`config.mk`:
```
export PLATFORM = sky130hd
export DESIGN_NAME = scoreboard_ctrl
export DESIGN_NICKNAME = d
export VERILOG_FILES = /design/src/rtl/sb_pkg.sv /design/src/rtl/sb_issue_sel.sv /design/src/rtl/sb_wb_arb.sv /design/src/rtl/scoreboard_ctrl.sv
export SDC_FILE = /design/constraint.sdc
export NUM_CORES = 1
export LEC_CHECK = 0
export BUFFER_PORTS_ARGS = -buffer_cell sky130_fd_sc_hd__buf_2
export CAP_MARGIN = 5
export CORE_MARGIN = 10
export CORE_UTILIZATION = 35
export CTS_CLUSTER_DIAMETER = 150
export DETAILED_ROUTE_END_ITERATION = 7
export SLEW_MARGIN = 0
export SYNTH_ARGS = -nofsm -noshare
export SYNTH_HDL_FRONTEND = slang
export SYNTH_HIERARCHICAL = 1
export SYNTH_SLANG_ARGS = --single-unit
```
`constraint.sdc`:
```
create_clock -name clk -period 6.22 [get_ports clk]
set_clock_uncertainty 0.1 [all_clocks]
set_input_delay 1.244 -clock clk [delete_from_list [all_inputs] [get_ports clk]]
set_output_delay 1.244 -clock clk [all_outputs]
set_load 0.005 [all_outputs]
```
`src/rtl/sb_pkg.sv`:
```
package sb_pkg;
    localparam int NUM_FU  = 5;
    localparam int NUM_REG = 16;
    localparam int FU_W    = $clog2(NUM_FU);
    localparam int REG_W   = $clog2(NUM_REG);

    typedef enum logic [1:0] {
        CLS_INT = 2'd0,
        CLS_MUL = 2'd1,
        CLS_DIV = 2'd2,
        CLS_ADD = 2'd3
    } fu_class_e;

    // Unit index to class: 0 integer, 1..2 multiply, 3 divide, 4 add.
    function automatic fu_class_e fu_class(input int idx);
        case (idx)
            0:       return CLS_INT;
            1, 2:    return CLS_MUL;
            3:       return CLS_DIV;
            default: return CLS_ADD;
        endcase
    endfunction

    typedef struct packed {
        logic             busy;
        logic             rd_done;   // operands taken from register file
        logic             ex_done;   // unit reported completion
        logic [REG_W-1:0] fi;
        logic [REG_W-1:0] fj;
        logic [REG_W-1:0] fk;
        logic [FU_W-1:0]  qj;
        logic [FU_W-1:0]  qk;
        logic             rj;        // source ready and not yet read
        logic             rk;
    } fu_entry_t;

    typedef struct packed {
        logic            valid;
        logic [FU_W-1:0] fu;
    } reg_stat_t;

    typedef struct packed {
        fu_entry_t [NUM_FU-1:0]  fu;
        reg_stat_t [NUM_REG-1:0] rs;
    } sb_state_t;
endpackage

```
`src/rtl/sb_issue_sel.sv`:
```
module sb_issue_sel
    import sb_pkg::*;
(
    input  logic [NUM_FU-1:0] busy_i,
    input  fu_class_e         cls_i,
    input  logic              valid_i,
    input  logic              waw_i,
    output logic              accept_o,
    output logic [FU_W-1:0]   fu_o
);
    logic found;

    always_comb begin
        found = 1'b0;
        fu_o  = '0;
        for (int i = NUM_FU - 1; i >= 0; i--) begin
            if (!busy_i[i] && fu_class(i) == cls_i) begin
                found = 1'b1;
                fu_o  = FU_W'(i);
            end
        end
        accept_o = valid_i && found && !waw_i;
    end
endmodule

```
`src/rtl/sb_wb_arb.sv`:
```
module sb_wb_arb
    import sb_pkg::*;
(
    input  fu_entry_t [NUM_FU-1:0] ent_i,
    output logic      [NUM_FU-1:0] grant_o,
    output logic                   any_o,
    output logic      [FU_W-1:0]   fu_o
);
    logic [NUM_FU-1:0] elig;

    for (genvar u = 0; u < NUM_FU; u++) begin : g_war
        logic blk;
        always_comb begin
            blk = 1'b0;
            for (int e = 0; e < NUM_FU; e++) begin
                if (e != u && ent_i[e].busy &&
                    ((ent_i[e].rj && ent_i[e].fj == ent_i[u].fi) ||
                     (ent_i[e].rk && ent_i[e].fk == ent_i[u].fi)))
                    blk = 1'b1;
            end
        end
        assign elig[u] = ent_i[u].busy && ent_i[u].rd_done && ent_i[u].ex_done && !blk;
    end

    always_comb begin
        grant_o = '0;
        any_o   = 1'b0;
        fu_o    = '0;
        for (int i = NUM_FU - 1; i >= 0; i--) begin
            if (elig[i]) begin
                grant_o = '0;
                grant_o[i] = 1'b1;
                any_o   = 1'b1;
                fu_o    = FU_W'(i);
            end
        end
    end
endmodule

```
`src/rtl/scoreboard_ctrl.sv`:
```
module scoreboard_ctrl
    import sb_pkg::*;
(
    input  logic                clk,
    input  logic                rst_n,
    input  logic                in_valid_i,
    input  logic [1:0]          in_cls_i,
    input  logic [REG_W-1:0]    in_dst_i,
    input  logic [REG_W-1:0]    in_src1_i,
    input  logic [REG_W-1:0]    in_src2_i,
    output logic                iss_accept_o,
    output logic [FU_W-1:0]     iss_fu_o,
    output logic [NUM_FU-1:0]   rd_grant_o,
    input  logic [NUM_FU-1:0]   ex_done_i,
    output logic [NUM_FU-1:0]   wb_grant_o,
    output logic [REG_W-1:0]    wb_reg_o
);
    sb_state_t st_q, st_d;

    logic [NUM_FU-1:0] busy_vec;
    logic              wb_any;
    logic [FU_W-1:0]   wb_fu;

    always_comb begin
        for (int i = 0; i < NUM_FU; i++) busy_vec[i] = st_q.fu[i].busy;
    end

    sb_issue_sel u_iss (
        .busy_i   (busy_vec),
        .cls_i    (fu_class_e'(in_cls_i)),
        .valid_i  (in_valid_i),
        .waw_i    (st_q.rs[in_dst_i].valid),
        .accept_o (iss_accept_o),
        .fu_o     (iss_fu_o)
    );

    sb_wb_arb u_wb (
        .ent_i   (st_q.fu),
        .grant_o (wb_grant_o),
        .any_o   (wb_any),
        .fu_o    (wb_fu)
    );

    assign wb_reg_o = st_q.fu[wb_fu].fi;

    always_comb begin
        for (int i = 0; i < NUM_FU; i++)
            rd_grant_o[i] = st_q.fu[i].busy && !st_q.fu[i].rd_done &&
                            st_q.fu[i].rj && st_q.fu[i].rk;
    end

    always_comb begin
        st_d = st_q;
        for (int i = 0; i < NUM_FU; i++) begin
            if (ex_done_i[i] && st_q.fu[i].busy && st_q.fu[i].rd_done)
                st_d.fu[i].ex_done = 1'b1;
            if (rd_grant_o[i]) begin
                st_d.fu[i].rd_done = 1'b1;
                st_d.fu[i].rj      = 1'b0;
                st_d.fu[i].rk      = 1'b0;
            end
        end
        if (wb_any) begin
            st_d.fu[wb_fu] = '0;
            st_d.rs[st_q.fu[wb_fu].fi] = '0;
            for (int e = 0; e < NUM_FU; e++) begin
                if (st_q.fu[e].busy && !st_q.fu[e].rd_done) begin
                    if (!st_q.fu[e].rj && st_q.fu[e].qj == wb_fu) begin
                        st_d.fu[e].rj = 1'b1;
                        st_d.fu[e].qj = '0;
                    end
                    if (!st_q.fu[e].rk && st_q.fu[e].qk == wb_fu) begin
                        st_d.fu[e].rk = 1'b1;
                        st_d.fu[e].qk = '0;
                    end
                end
            end
        end
        if (iss_accept_o) begin
            st_d.fu[iss_fu_o].busy    = 1'b1;
            st_d.fu[iss_fu_o].rd_done = 1'b0;
            st_d.fu[iss_fu_o].ex_done = 1'b0;
            st_d.fu[iss_fu_o].fi      = in_dst_i;
            st_d.fu[iss_fu_o].fj      = in_src1_i;
            st_d.fu[iss_fu_o].fk      = in_src2_i;
            st_d.fu[iss_fu_o].qj      = st_q.rs[in_src1_i].valid ? st_q.rs[in_src1_i].fu : '0;
            st_d.fu[iss_fu_o].qk      = st_q.rs[in_src2_i].valid ? st_q.rs[in_src2_i].fu : '0;
            st_d.fu[iss_fu_o].rj      = !st_q.rs[in_src1_i].valid ||
                                        (wb_any && st_q.rs[in_src1_i].fu == wb_fu);
            st_d.fu[iss_fu_o].rk      = !st_q.rs[in_src2_i].valid ||
                                        (wb_any && st_q.rs[in_src2_i].fu == wb_fu);
            st_d.rs[in_dst_i].valid   = 1'b1;
            st_d.rs[in_dst_i].fu      = iss_fu_o;
        end
    end

    always_ff @(posedge clk or negedge rst_n) begin
        if (!rst_n) st_q <= '0;
        else        st_q <= st_d;
    end

    // one write-back per cycle
    a_r9_wb_onehot: assert property (@(posedge clk) disable iff (!rst_n)
        $onehot0(wb_grant_o));

    // accepted instruction lands in an idle unit of its class
    a_r2_issue_idle: assert property (@(posedge clk) disable iff (!rst_n)
        iss_accept_o |-> (!st_q.fu[iss_fu_o].busy &&
                          fu_class(int'(iss_fu_o)) == fu_class_e'(in_cls_i)));

    // after issue the destination is owned by the chosen unit
    a_r3_dst_owned: assert property (@(posedge clk) disable iff (!rst_n)
        iss_accept_o |=> (st_q.rs[$past(in_dst_i)].valid &&
                          st_q.rs[$past(in_dst_i)].fu == $past(iss_fu_o)));

    for (genvar i = 0; i < NUM_FU; i++) begin : g_chk
        // write-back only after operand read and completion
        a_r7_wb_after_exec: assert property (@(posedge clk) disable iff (!rst_n)
            wb_grant_o[i] |-> (st_q.fu[i].rd_done && st_q.fu[i].ex_done));
        // one read grant per instruction
        a_r6_read_once: assert property (@(posedge clk) disable iff (!rst_n)
            rd_grant_o[i] |=> !rd_grant_o[i]);
        // write-back frees the unit
        a_r11_unit_freed: assert property (@(posedge clk) disable iff (!rst_n)
            wb_grant_o[i] |=> !st_q.fu[i].busy);
    end
endmodule

```
## After elaboration in Yosys (flattened, before gate mapping)

Cells that the tools add are included.

| storage, ports and cells | value |
|---|---|
| flip-flop bits (word level) | 179 |
| bits in latches | 0 |
| RAM bits | 0 |
| bits in read-only memories | 0 |
| input bits | 22 |
| memories kept | 0 |

| cells by class | value |
|---|---|
| add/subtract/negate cells | 0 |
| $mul | 0 |
| divide/modulo/power cells | 0 |
| $lt $le $gt $ge | 10 |
| equal/unequal tests | 55 |
| shift operators | 0 |
| mux-type cells | 137 |
| bitwise logic cells | 4 |
| reductions and logical operators | 174 |

Operator list:

| cell | count |
|---|---|
| $bwmux 115 | 10 |
| $demux 23 s3 | 11 |
| $mux 179 | 2 |
| $eq 4x4->1 | 40 |
| $bwmux 64 | 2 |
| $logic_and 1x1->1 | 123 |
| $and 115x115->115 | 1 |
| $not 115->115 | 1 |
| $bmux 23 s3 | 1 |
| $mux 3 | 23 |
| $and 64x64->64 | 1 |
| $not 64->64 | 1 |
| $mux 1 | 51 |
| $bmux 4 s4 | 3 |
| $demux 4 s4 | 3 |
| $mux 8 | 6 |
| $mux 23 | 2 |
| $mux 20 | 2 |
| $eq 3x3->1 | 12 |
| $mux 5 | 6 |
| $logic_not 1->1 | 28 |
| $logic_or 1x1->1 | 22 |
| $mux 22 | 1 |
| $mux 21 | 1 |
| other kinds (11) | 27 |

## Logic depth before layout (Yosys ltp)

Gate-level depths: netlist (run 1).

| depth | value |
|---|---|
| depth after elaboration | 35 |
| depth in mapped cells | 17 |
| depth with buffers taken out | 13 |

## By module

Netlist (run 1), hierarchy kept.

Modules (own cells, without submodules):

| module | instances | cells an instance | area each (sq um) | seq. area each (sq um) |
|---|---|---|---|---|
| scoreboard_ctrl | 1 | 778 | 8,982.4 | 4,479.3 |
| sb_wb_arb | 1 | 304 | 2,247.2 | 0.0 |
| sb_issue_sel | 1 | 13 | 81.3 | 0.0 |

## Least setup slack after synthesis (run 1)

OpenSTA, ideal clock, no wires.

| path | value |
|---|---|
| path type | input -> register |
| from | in in_dst_i[0] |
| to | reg st_q[100] (netlist bit) |
| arrival time | 4.251 ns |
| data required time | 5.999 ns |
| slack | 1.748 ns |
| stages on the path | 11 |
| path buffers | 4 |
| cell sequence | clkbuf_1 mux4_2 mux4_2 a311oi_2 nor2b_1 clkbuf_1 and3b_1 clkbuf_1 a21oi_1 clkbuf_1 a22o_1 |

RTL lines:

| what | line | text |
|---|---|---|
| from (decl) | scoreboard_ctrl.sv:8 | `input logic [REG_W-1:0] in_dst_i,` |
| to (signal assigned) | scoreboard_ctrl.sv:99 | `else st_q <= st_d;` |
| to (decl) | scoreboard_ctrl.sv:18 | `sb_state_t st_q, st_d;` |

## Worst setup path in the final report (run 1)

| path | value |
|---|---|
| from | reg st_q[151] (netlist bit) |
| to | out wb_reg_o[2] |

| on the way | value |
|---|---|
| word-level cells in the longest chain between the ends | 16 |
| elaborated cells between the ends (all ways) | 36 |
| those cells by class | eq/ne (8); mux (10); reduce/logical (18) |

RTL lines:

| what | line | text |
|---|---|---|
| $eq 4x4->1 (on tied branches) | sb_wb_arb.sv:17, sb_wb_arb.sv:18 |  |
| $logic_and 1x1->1 (on tied branches) | sb_wb_arb.sv:17, sb_wb_arb.sv:18 |  |
| $logic_or 1x1->1 | sb_wb_arb.sv:17 | `((ent_i[e].rj && ent_i[e].fj == ent_i[u].fi) \|\|` |
| $logic_and 1x1->1 | sb_wb_arb.sv:16 | `if (e != u && ent_i[e].busy &&` |
| $mux 1 (3 in a row) | sb_wb_arb.sv:16 |  |
| $mux 1 * | sb_wb_arb.sv:16 |  |
| $logic_not 1->1 * | sb_wb_arb.sv:22 | `assign elig[u] = ent_i[u].busy && ent_i[u].rd_done && ent_i[u].ex_done && !blk;` |
| $logic_and 1x1->1 * | sb_wb_arb.sv:22 |  |
| $mux 3 * (4 in a row) | sb_wb_arb.sv:30 | `if (elig[i]) begin` |
| via wb_fu[0] | scoreboard_ctrl.sv:22 | `logic [FU_W-1:0] wb_fu;` |
| $bmux 23 s3 * | scoreboard_ctrl.sv:44 | `assign wb_reg_o = st_q.fu[wb_fu].fi;` |
| $mux 20 (implied by the code) * | scoreboard_ctrl.sv:44 |  |
| to (decl) | scoreboard_ctrl.sv:16 | `output logic [REG_W-1:0] wb_reg_o` |

Mark *: on every way through the listed nets, which the timed path passes. The rest lies on a longest branch. The select of a mux whose other input is x is not followed.

==> results of run 1 <==
==> final timing paths <==
path | from | end | slack, ns | cells after the start
min in group asynchronous | rst_n | st_q[45]$_DFF_PN0_ | 0.70 | 1
max in group asynchronous | rst_n | st_q[121]$_DFF_PN0_ | 4.10 | 2
hold / removal | st_q[84]$_DFF_PN0_ | st_q[84]$_DFF_PN0_ | 0.39 | 2
setup reg to reg | st_q[151]$_DFF_PN0_ | st_q[36]$_DFF_PN0_ | 1.46 | 14
setup / recovery | st_q[151]$_DFF_PN0_ | wb_reg_o[2] | 0.79 | 12
hold reg to reg | st_q[84]$_DFF_PN0_ | st_q[84]$_DFF_PN0_ | 0.39 | 2
==> sequential cells by signal, indices dropped and copies added, names as in the netlist <==
register and cells:
st_q 174, busy_vec 5
==> logic make-up (layout without fill, tap and decap cells) <==
| logic type | after synthesis | in the layout | synth area share, % |
|---|---|---|---|
| flip-flops | 179 | 179 | 39.6 |
| XOR/XNOR | 200 | 200 | 15.5 |
| multiplexers | 83 | 83 | 11.0 |
| AO/OA/AOI/OAI | 242 | 242 | 16.5 |
| buffers and inverters | 93 | 100 | 4.30 |
| AND/OR/NAND/NOR | 298 | 298 | 13.1 |
==> per-stage QoR <==
stage	setup slack (ns)	cells	total power [uW]	area, um2	utilization, %
floorplan	1.75	1095	4340	11300	-
global placement	1.33	1472	5370	11700	37.0
detailed placement	1.21	1472	5410	11700	37.0
CTS	0.841	1504	6510	12300	38.9
global route	0.627	1504	6940	12300	38.9
finish	0.790	1504	6560	12300	38.9
==> cell type report <==
| cell class | count | share of cell area (%) |
|---|---|---|
| clock buffer | 18 | 3.56 |
| multi-input combinational | 823 | 51.8 |
| inverter | 12 | 0.365 |
| sequential | 179 | 36.3 |
| clock inverter | 14 | 1.18 |
| tap | 402 | 4.08 |
| timing repair buffer | 56 | 2.69 |
==> routing by layer <==
layer | up-vias | part of all wire, %
li1 | 3959 | -
met1 | 4511 | 44
met2 | 372 | 45
met3 | 65 | 6.7
met4 | 0 | 3.9
met5 | - | 0
==> synthesized netlist by cell type (4+ instances only) <==
cell type / number / area, um2
o21ai_1: 8 / 40.0
buf_2: 17 / 85.1
and2_1: 5 / 31.3
buf_4: 5 / 37.5
nor4_1: 30 / 188
nor2_1: 43 / 161
nand3_1: 37 / 185
a22o_1: 119 / 1040
o21a_1: 5 / 37.5
a21o_1: 17 / 128
nor2b_1: 15 / 93.8
nand2b_1: 6 / 37.5
dfrtp_1: 179 / 4480
a2bb2oi_2: 5 / 75.1
mux2_1: 7 / 78.8
o21ai_0: 27 / 135
mux2i_1: 25 / 250
xnor2_1: 87 / 762
a41oi_1: 4 / 35.0
a31oi_1: 10 / 62.6
clkbuf_1: 43 / 161
nor3_1: 27 / 135
a21oi_1: 28 / 140
inv_1: 11 / 41.3
a311oi_1: 5 / 43.8
nand3b_1: 9 / 67.6
buf_6: 13 / 146
nand2_1: 105 / 394
a22oi_1: 5 / 37.5
mux4_2: 30 / 676
mux2_2: 20 / 225
xor2_1: 113 / 990
==> tightest hold or removal path, delay by kind of cell (launching register included) <==
family           cells  cell delay [ns]
AO/OA/AOI/OAI        1             0.04
AND/OR/NAND/NOR      1             0.07
flip-flops           1             0.34
==> power by group through the flow <==
stage	sequential [uW]	combinational, uW	clock [uW]
floorplan	1670	2660	0
global placement	1980	3390	0
detailed placement	1980	3430	0
CTS	1960	3440	1110
global route	2000	3780	1150
finish	1980	3490	1090
==> flow_summary.ini, run 1 <==
[yosys]
synth-edff-count = 0
ys_async_sr_fraction_pct = 100
syn-mean-instance-area_um2 = 10.3
yosys_register_bits = 179
seq_area_frac_synth_pct = 39.6
syn-num-nets = 1117
yosys_warnings = 6
netlist_area_mm2 = 0.0113
synthFlopType = dfrtp_1
syn_inst = 1095
ys_types = 56

[pwr]
power_frac_clock_pct = 16.6
power.internal_uw = 3380
swShare_pct = 48.4
power_frac_comb_pct = 53.2
ir_drop_uv = 241
p_seq_share_pct = 30.1
p_leak_uw = 0.00584
powerDensity_mw_per_mm2 = 532
net-switching-power_uw = 3180

[global_routing]
grt_use_met1_pct = 25.1
grt_pass1_vias = 8945
met3_usage_pct = 3.40
grtUsageMet2_pct = 29.4
grt_overflow_total = 0
track_usage_pct = 18.8
top_usage_layer = met2
antenna_found_initial = 0
grt_pass1_wl_um = 56600
grt_max_degree = 66

[timing]
finalCriticalPeriod_ns = 5.43
slew_headroom_pct = 34.8
setup_viol = 0
max_freq_ghz = 0.184
setup_tns_ns = 0
drv_slew = 0
hold_viol = 0
worst_pin_slew_ns = 0.979
holdWs_ns = 0.394
post-route-period-util_pct = 87.3
rsz0062_at_grt = false

[placement]
hpwl_um = 26000
io_buffers = 39
gp_congestion = 0.935

[worst_setup_path]
critPathKind = reg2out
start_kind = flop
cp_max_fo = 16
crit_path_top_delay_cell = dfrtp_1
path_buf_inv = 2
required_ns = 4.88
cp.arrival_ns = 4.09
cp_top_family = simple AND/OR/NAND/NOR gates
cp_slowest_stage_delay_ns = 0.77
endpoint_kind = output pin
path_cells = xnor2_1, nand3_1, nor3_1, nor3_1, nand4_1, nand2b_1, a21oi_4, buf_4, mux2_2, a22oi_1, o32ai_2, buf_2
crit_top_cell = nor3_1

[routing]
drc_errors = 0
num_vias = 8907
final_antenna_net_count = 0
via_per_inst = 5.92
drtPass1Iterations = 8
finalWirelength_um = 37100
first_iter_violations = 1095
wl_per_cell_um = 24.7

[clock_tree]
cts_tree = yes
clk_latency_ns = 0.44
ctsHoldBuffers = 0
numCtsBuffers = 17
path_clk_slew_ns = 0.07
h-tree-depth = 4
cts_max_path_buffers = 2
cts_resized = 0
cts_setup_buffers = 0
cts_root_buf = clkbuf_16
cts_num_sinks = 179

[cells_and_area]
nets = 1111
multi_input_area_mm2 = 0.00638
register_area_mm2 = 0.00448
diodes = 0
fillers = 3117
final_cell_mix = dfrtp_1, a22o_1, xor2_1
area.growth.synth_to_final_pct = 8.98
drive_above_1_share_pct = 15.1
final_common_cell = dfrtp_1

[die]
dieArea_mm2 = 0.0399
rows = 65
die_y_um = 200
io_pins = 40
start_util_pct = 35.7
core_area_mm2 = 0.0317
die_w_um = 200

[flow_run]
maxCapViolations = 0

[hold_path]
hold_path_class = reg2reg

[status]
outcome = finished, final reports clean
Note: power is estimated with default switching activity, not from simulation.
==> run 2: changes to the inputs <==
CORE_ASPECT_RATIO = 1.5   (was unset)
==> run 2 against run 1 <==
Via count up 0.90%. Critical path depth shrank 1. Global-route usage is 0.085 points higher. Routed wire length increased by 3.4%. First-iteration DRC count decreased by 26%. Critical endpoint is now wb_reg_o[3].
==> flow_summary.ini, run 2 (synthesis results as in run 1) <==
[routing]
via_per_inst = 5.95
drc_errors = 0
m1WireLength_um = 14300
routed.top_layer = met4
drtPass1Iterations = 5
finalWirelength_um = 38300
wl_met3_um = 1830
num_vias = 8987
wl_per_cell_um = 25.4
routed-wl-met2_um = 19500
first_iter_violations = 807
final_antenna_net_count = 0

[placement]
hpwl_um = 27400
dp_cells = 1477
gp_congestion = 0.999
io_buffers = 39
place_area_mm2 = 0.0117

[clock_tree]
cts_num_sinks = 179
cts_root_buf = clkbuf_16
cts_tree = yes
numCtsBuffers = 17
path_clk_slew_ns = 0.07
cts_resized = 0
ctsHoldBuffers = 0
h-tree-depth = 4
clk_latency_ns = 0.45
cts_setup_buffers = 0
cts_max_path_buffers = 2

[die]
die_w_um = 167
dieArea_mm2 = 0.0401
die_y_um = 240
core_area_mm2 = 0.0318
start_util_pct = 35.5
io_pins = 40
rows = 80

[timing]
rsz0062_at_grt = false
finalCriticalPeriod_ns = 5.38
worst_pin_slew_ns = 1.06
max_freq_ghz = 0.186
slew_headroom_pct = 29.6
setup_tns_ns = 0
post-route-period-util_pct = 86.5
drv_slew = 0
setup_viol = 0
hold_viol = 0

[cells_and_area]
fin_area_mm2 = 0.0124
fillers = 3122
fin_cells = 1510
multi_input_area_mm2 = 0.00638
top_register = st_q
fin_util_pct = 38.9
final_cell_mix = dfrtp_1, a22o_1, xor2_1
drive_above_1_share_pct = 14.7
register_area_mm2 = 0.00448
nets = 1108
area.growth.synth_to_final_pct = 9.39
final_common_cell = dfrtp_1
largest_register_ffs = 174

[worst_setup_path]
path_buf_inv = 2
cp.arrival_ns = 4.03
cp.depth = 11
start_kind = flop
r2r-start = st_q[128]$_DFF_PN0_
required_ns = 4.88
cp_max_fo = 17
path_cells = xor2_1, nor3_1, a41oi_1, nand4_2, nand2_2, a21oi_4, nor2_1, a22o_1, a21oi_2, inv_1, buf_2
cp_top_family = compound AO/OA/AOI/OAI gates
crit_start = st_q[103]$_DFF_PN0_
critPathKind = reg2out
crit_path_top_delay_cell = dfrtp_1
reg2reg_depth = 12
endpoint_kind = output pin
cp_slowest_stage_delay_ns = 0.81

[hold_path]
holdPathStages = 2
min_from = st_q[112]$_DFF_PN0_
hold_path_class = reg2reg

[global_routing]
track_usage_pct = 18.9
grt_overflow_total = 0
antenna_found_initial = 2
grt_pass1_vias = 9246
grt_max_degree = 100
grt_pass1_wl_um = 58000

[status]
outcome = finished, final reports clean

[flow_run]
maxCapViolations = 0

[pwr]
ir_drop_uv = 250
p_leak_uw = 0.00585
powerDensity_mw_per_mm2 = 539
run 2: cell count changes in the layout (fill, tap and decap cells not counted):
| cell | before | now |
|---|---|---|
| buf_4 | 17 | 14 |
| clkinv_4 | 4 | 2 |
| inv_8 | 3 | 0 |
| diode_2 | 0 | 2 |
| bufinv_16 | 1 | 4 |
| a21oi_2 | 2 | 1 |
| a21oi_1 | 25 | 26 |
| clkbuf_8 | 2 | 4 |
| inv_6 | 3 | 2 |
run 2: report_power, final:
part,switching [uW],internal [uW]
clock network,486,706
logic,2110,1390
registers,564,1410
total,3160,3500
run 2: tightest hold or removal path, cell delays in order (launching register included):
cell and delay (ns):
dfrtp_1 0.36, nand2_1 0.05, o21ai_0 0.06
run 2: final timing paths:
| check | slack (ns) | endpoint |
|---|---|---|
| worst min-delay path | 0.40 | st_q[112]$_DFF_PN0_ |
| worst max register to register | 1.49 | st_q[48]$_DFF_PN0_ |
| worst max-delay path | 0.84 | wb_reg_o[3] |
| worst min register to register | 0.40 | st_q[112]$_DFF_PN0_ |
| min in group asynchronous | 0.81 | st_q[163]$_DFF_PN0_ |
| max in group asynchronous | 4.03 | st_q[91]$_DFF_PN0_ |
run 2: routing by layer:
| layer | global-route usage (%) | up-vias |
|---|---|---|
| met3 | 3.30 | 143 |
| li1 | - | 3955 |
| met4 | 13.9 | 0 |
| met1 | 20.0 | 4522 |
| met2 | 33.3 | 367 |
| met5 | 0 | - |
run 2: final cells by class:
class | count | area share, %
Sequential cell | 179 | 36.2
Clock inverter | 11 | 1.42
Timing Repair Buffer | 53 | 2.50
Clock buffer | 20 | 3.77
Antenna cell | 2 | 0.0404
Tap cell | 410 | 4.15
Inverter | 12 | 0.364
Multi-Input combinational cell | 823 | 51.6
run 2: metrics by stage:
stage | total power [uW] | hold slack, ns | setup slack (ns)
after global routing | 7040 | 0.426 | 0.686
after CTS | 6640 | 0.402 | 0.885
after floorplan | 4340 | 0.361 | 1.75
final | 6670 | 0.404 | 0.842
after detailed placement | 5430 | 0.385 | 1.11
after global placement | 5390 | 0.375 | 1.20
==> run 3: changes to the inputs <==
REMOVE_ABC_BUFFERS = 1   (was unset)
clock period = 6.3 ns   (was 6.22 ns; I/O delays follow)
==> run 3 against run 2 <==
Clock power down 14%. Worst setup slack worse by 0.12 ns. Sequential power about the same. Routed wire length down 0.24%. Non-clock buffer count down 2. Sequential share of layout area up 0.34 points. Die area unchanged. Largest power group unchanged. Highest routed layer unchanged.
==> flow_summary.ini, run 3 (synthesis results as in run 1) <==
[routing]
drc_errors = 0
finalWirelength_um = 38300
first_iter_violations = 612
drtPass1Iterations = 5
num_vias = 8945
via_per_inst = 5.94
final_antenna_net_count = 0
wl_per_cell_um = 25.4

[clock_tree]
cts_num_sinks = 179
path_clk_slew_ns = 0.07
h-tree-depth = 4
cts_tree = yes
numCtsBuffers = 17
cts_max_path_buffers = 2
clk_latency_ns = 0.45
cts_setup_buffers = 0
cts_resized = 0
ctsHoldBuffers = 0
cts_root_buf = clkbuf_16

[timing]
rsz0062_at_grt = false
setup_tns_ns = 0
max_freq_ghz = 0.179
hold_viol = 0
worst_pin_slew_ns = 1.23
setup_viol = 0
finalCriticalPeriod_ns = 5.57
post-route-period-util_pct = 88.5
drv_slew = 0
slew_headroom_pct = 17.3

[cells_and_area]
diodes = 0
nets = 1106
largest_register_ffs = 174
final_common_cell = dfrtp_1
final_cell_mix = dfrtp_1, a22o_1, xor2_1
drive_above_1_share_pct = 14.3
area.growth.synth_to_final_pct = 8.36
fin_util_pct = 38.5
top_register = st_q
fillers = 3194

[hold_path]
hold_path_class = reg2reg

[worst_setup_path]
cp_max_fo = 17
endpoint_kind = output pin
critPathKind = reg2out
start_kind = flop
cp.arrival_ns = 4.21
required_ns = 4.94

[status]
outcome = finished, final reports clean

[global_routing]
grt_max_degree = 88
antenna_found_initial = 1
grt_pass1_wl_um = 57300
track_usage_pct = 18.7
grt_overflow_total = 0
grt_pass1_vias = 9180

[die]
io_pins = 40
dieArea_mm2 = 0.0401
core_area_mm2 = 0.0318
die_w_um = 167
die_y_um = 240
rows = 80
start_util_pct = 35.5

[placement]
gp_congestion = 0.931
hpwl_um = 26800
io_buffers = 39

[flow_run]
maxCapViolations = 0

[pwr]
powerDensity_mw_per_mm2 = 525
p_leak_uw = 0.00580
ir_drop_uv = 305
[run 3: cell count changes in the layout (fill, tap and decap cells not counted), sizes merged]
cell	change
diode	-2
clkinvlp	-1
inv	-2
bufinv	-3
clkinv	+4
buf	-1
[run 3: final timing paths]
path / depth (start not counted) / slack (ns) / from / endpoint
setup / recovery: 10 / 0.73 / st_q[127]$_DFF_PN0_ / wb_reg_o[1]
hold / removal: 2 / 0.40 / st_q[107]$_DFF_PN0_ / st_q[107]$_DFF_PN0_
setup reg to reg: 12 / 1.40 / st_q[127]$_DFF_PN0_ / st_q[24]$_DFF_PN0_
hold reg to reg: 2 / 0.40 / st_q[107]$_DFF_PN0_ / st_q[107]$_DFF_PN0_
max in group asynchronous: 2 / 4.12 / rst_n / st_q[24]$_DFF_PN0_
min in group asynchronous: 1 / 0.76 / rst_n / busy_vec[0]$_DFF_PN0_
[run 3: cell type report]
cell class	count	area, um2	share of cell area (%)
clock inverter	9	83.8	0.684
tap	410	513	4.19
sequential	179	4480	36.5
timing repair buffer	51	292	2.38
multi-input combinational	823	6380	52.1
clock buffer	21	460	3.76
inverter	12	45.0	0.367
[run 3: where the power goes]
part	total, uW	internal, uW	switching (uW)
Combinational	3450	1360	2090
Sequential	1970	1390	575
Clock	1020	559	460
[run 3: critical path: stages (launching register included)]
cell and delay (ns):
dfrtp_1 0.79, xor2_1 0.14, nor4_1 0.50, o21ai_1 0.18, nand4_1 0.26, nand2b_1 0.16
a21oi_4 0.54, nor2b_1 0.36, a22oi_1 0.13, o32ai_1 0.44, buf_2 0.24
[run 3: stage by stage]
step / setup WS, ns / instances / total power (uW) / hold WS [ns] / instance area (um2)
floorplan: 0.113 / 1014 / 4130 / 0.363 / 10900
detailed placement: 1.11 / 1475 / 5360 / 0.384 / 11700
finish: 0.726 / 1505 / 6440 / 0.396 / 12300
global placement: 1.28 / 1475 / 5310 / 0.380 / 11700
global route: 0.714 / 1505 / 6770 / 0.426 / 12300
CTS: 0.903 / 1505 / 6390 / 0.398 / 12300
[run 3: metal layers]
| layer | GRT usage, % | vias to the layer above | part of all wire (%) | wire length [um] |
|---|---|---|---|---|
| li1 | - | 3930 | - | - |
| met1 | 20.2 | 4503 | 38 | 14500 |
| met2 | 32.8 | 383 | 50 | 19300 |
| met3 | 2.79 | 129 | 4.5 | 1710 |
| met4 | 13.8 | 0 | 7.2 | 2770 |
| met5 | 0 | - | 0 | 0 |
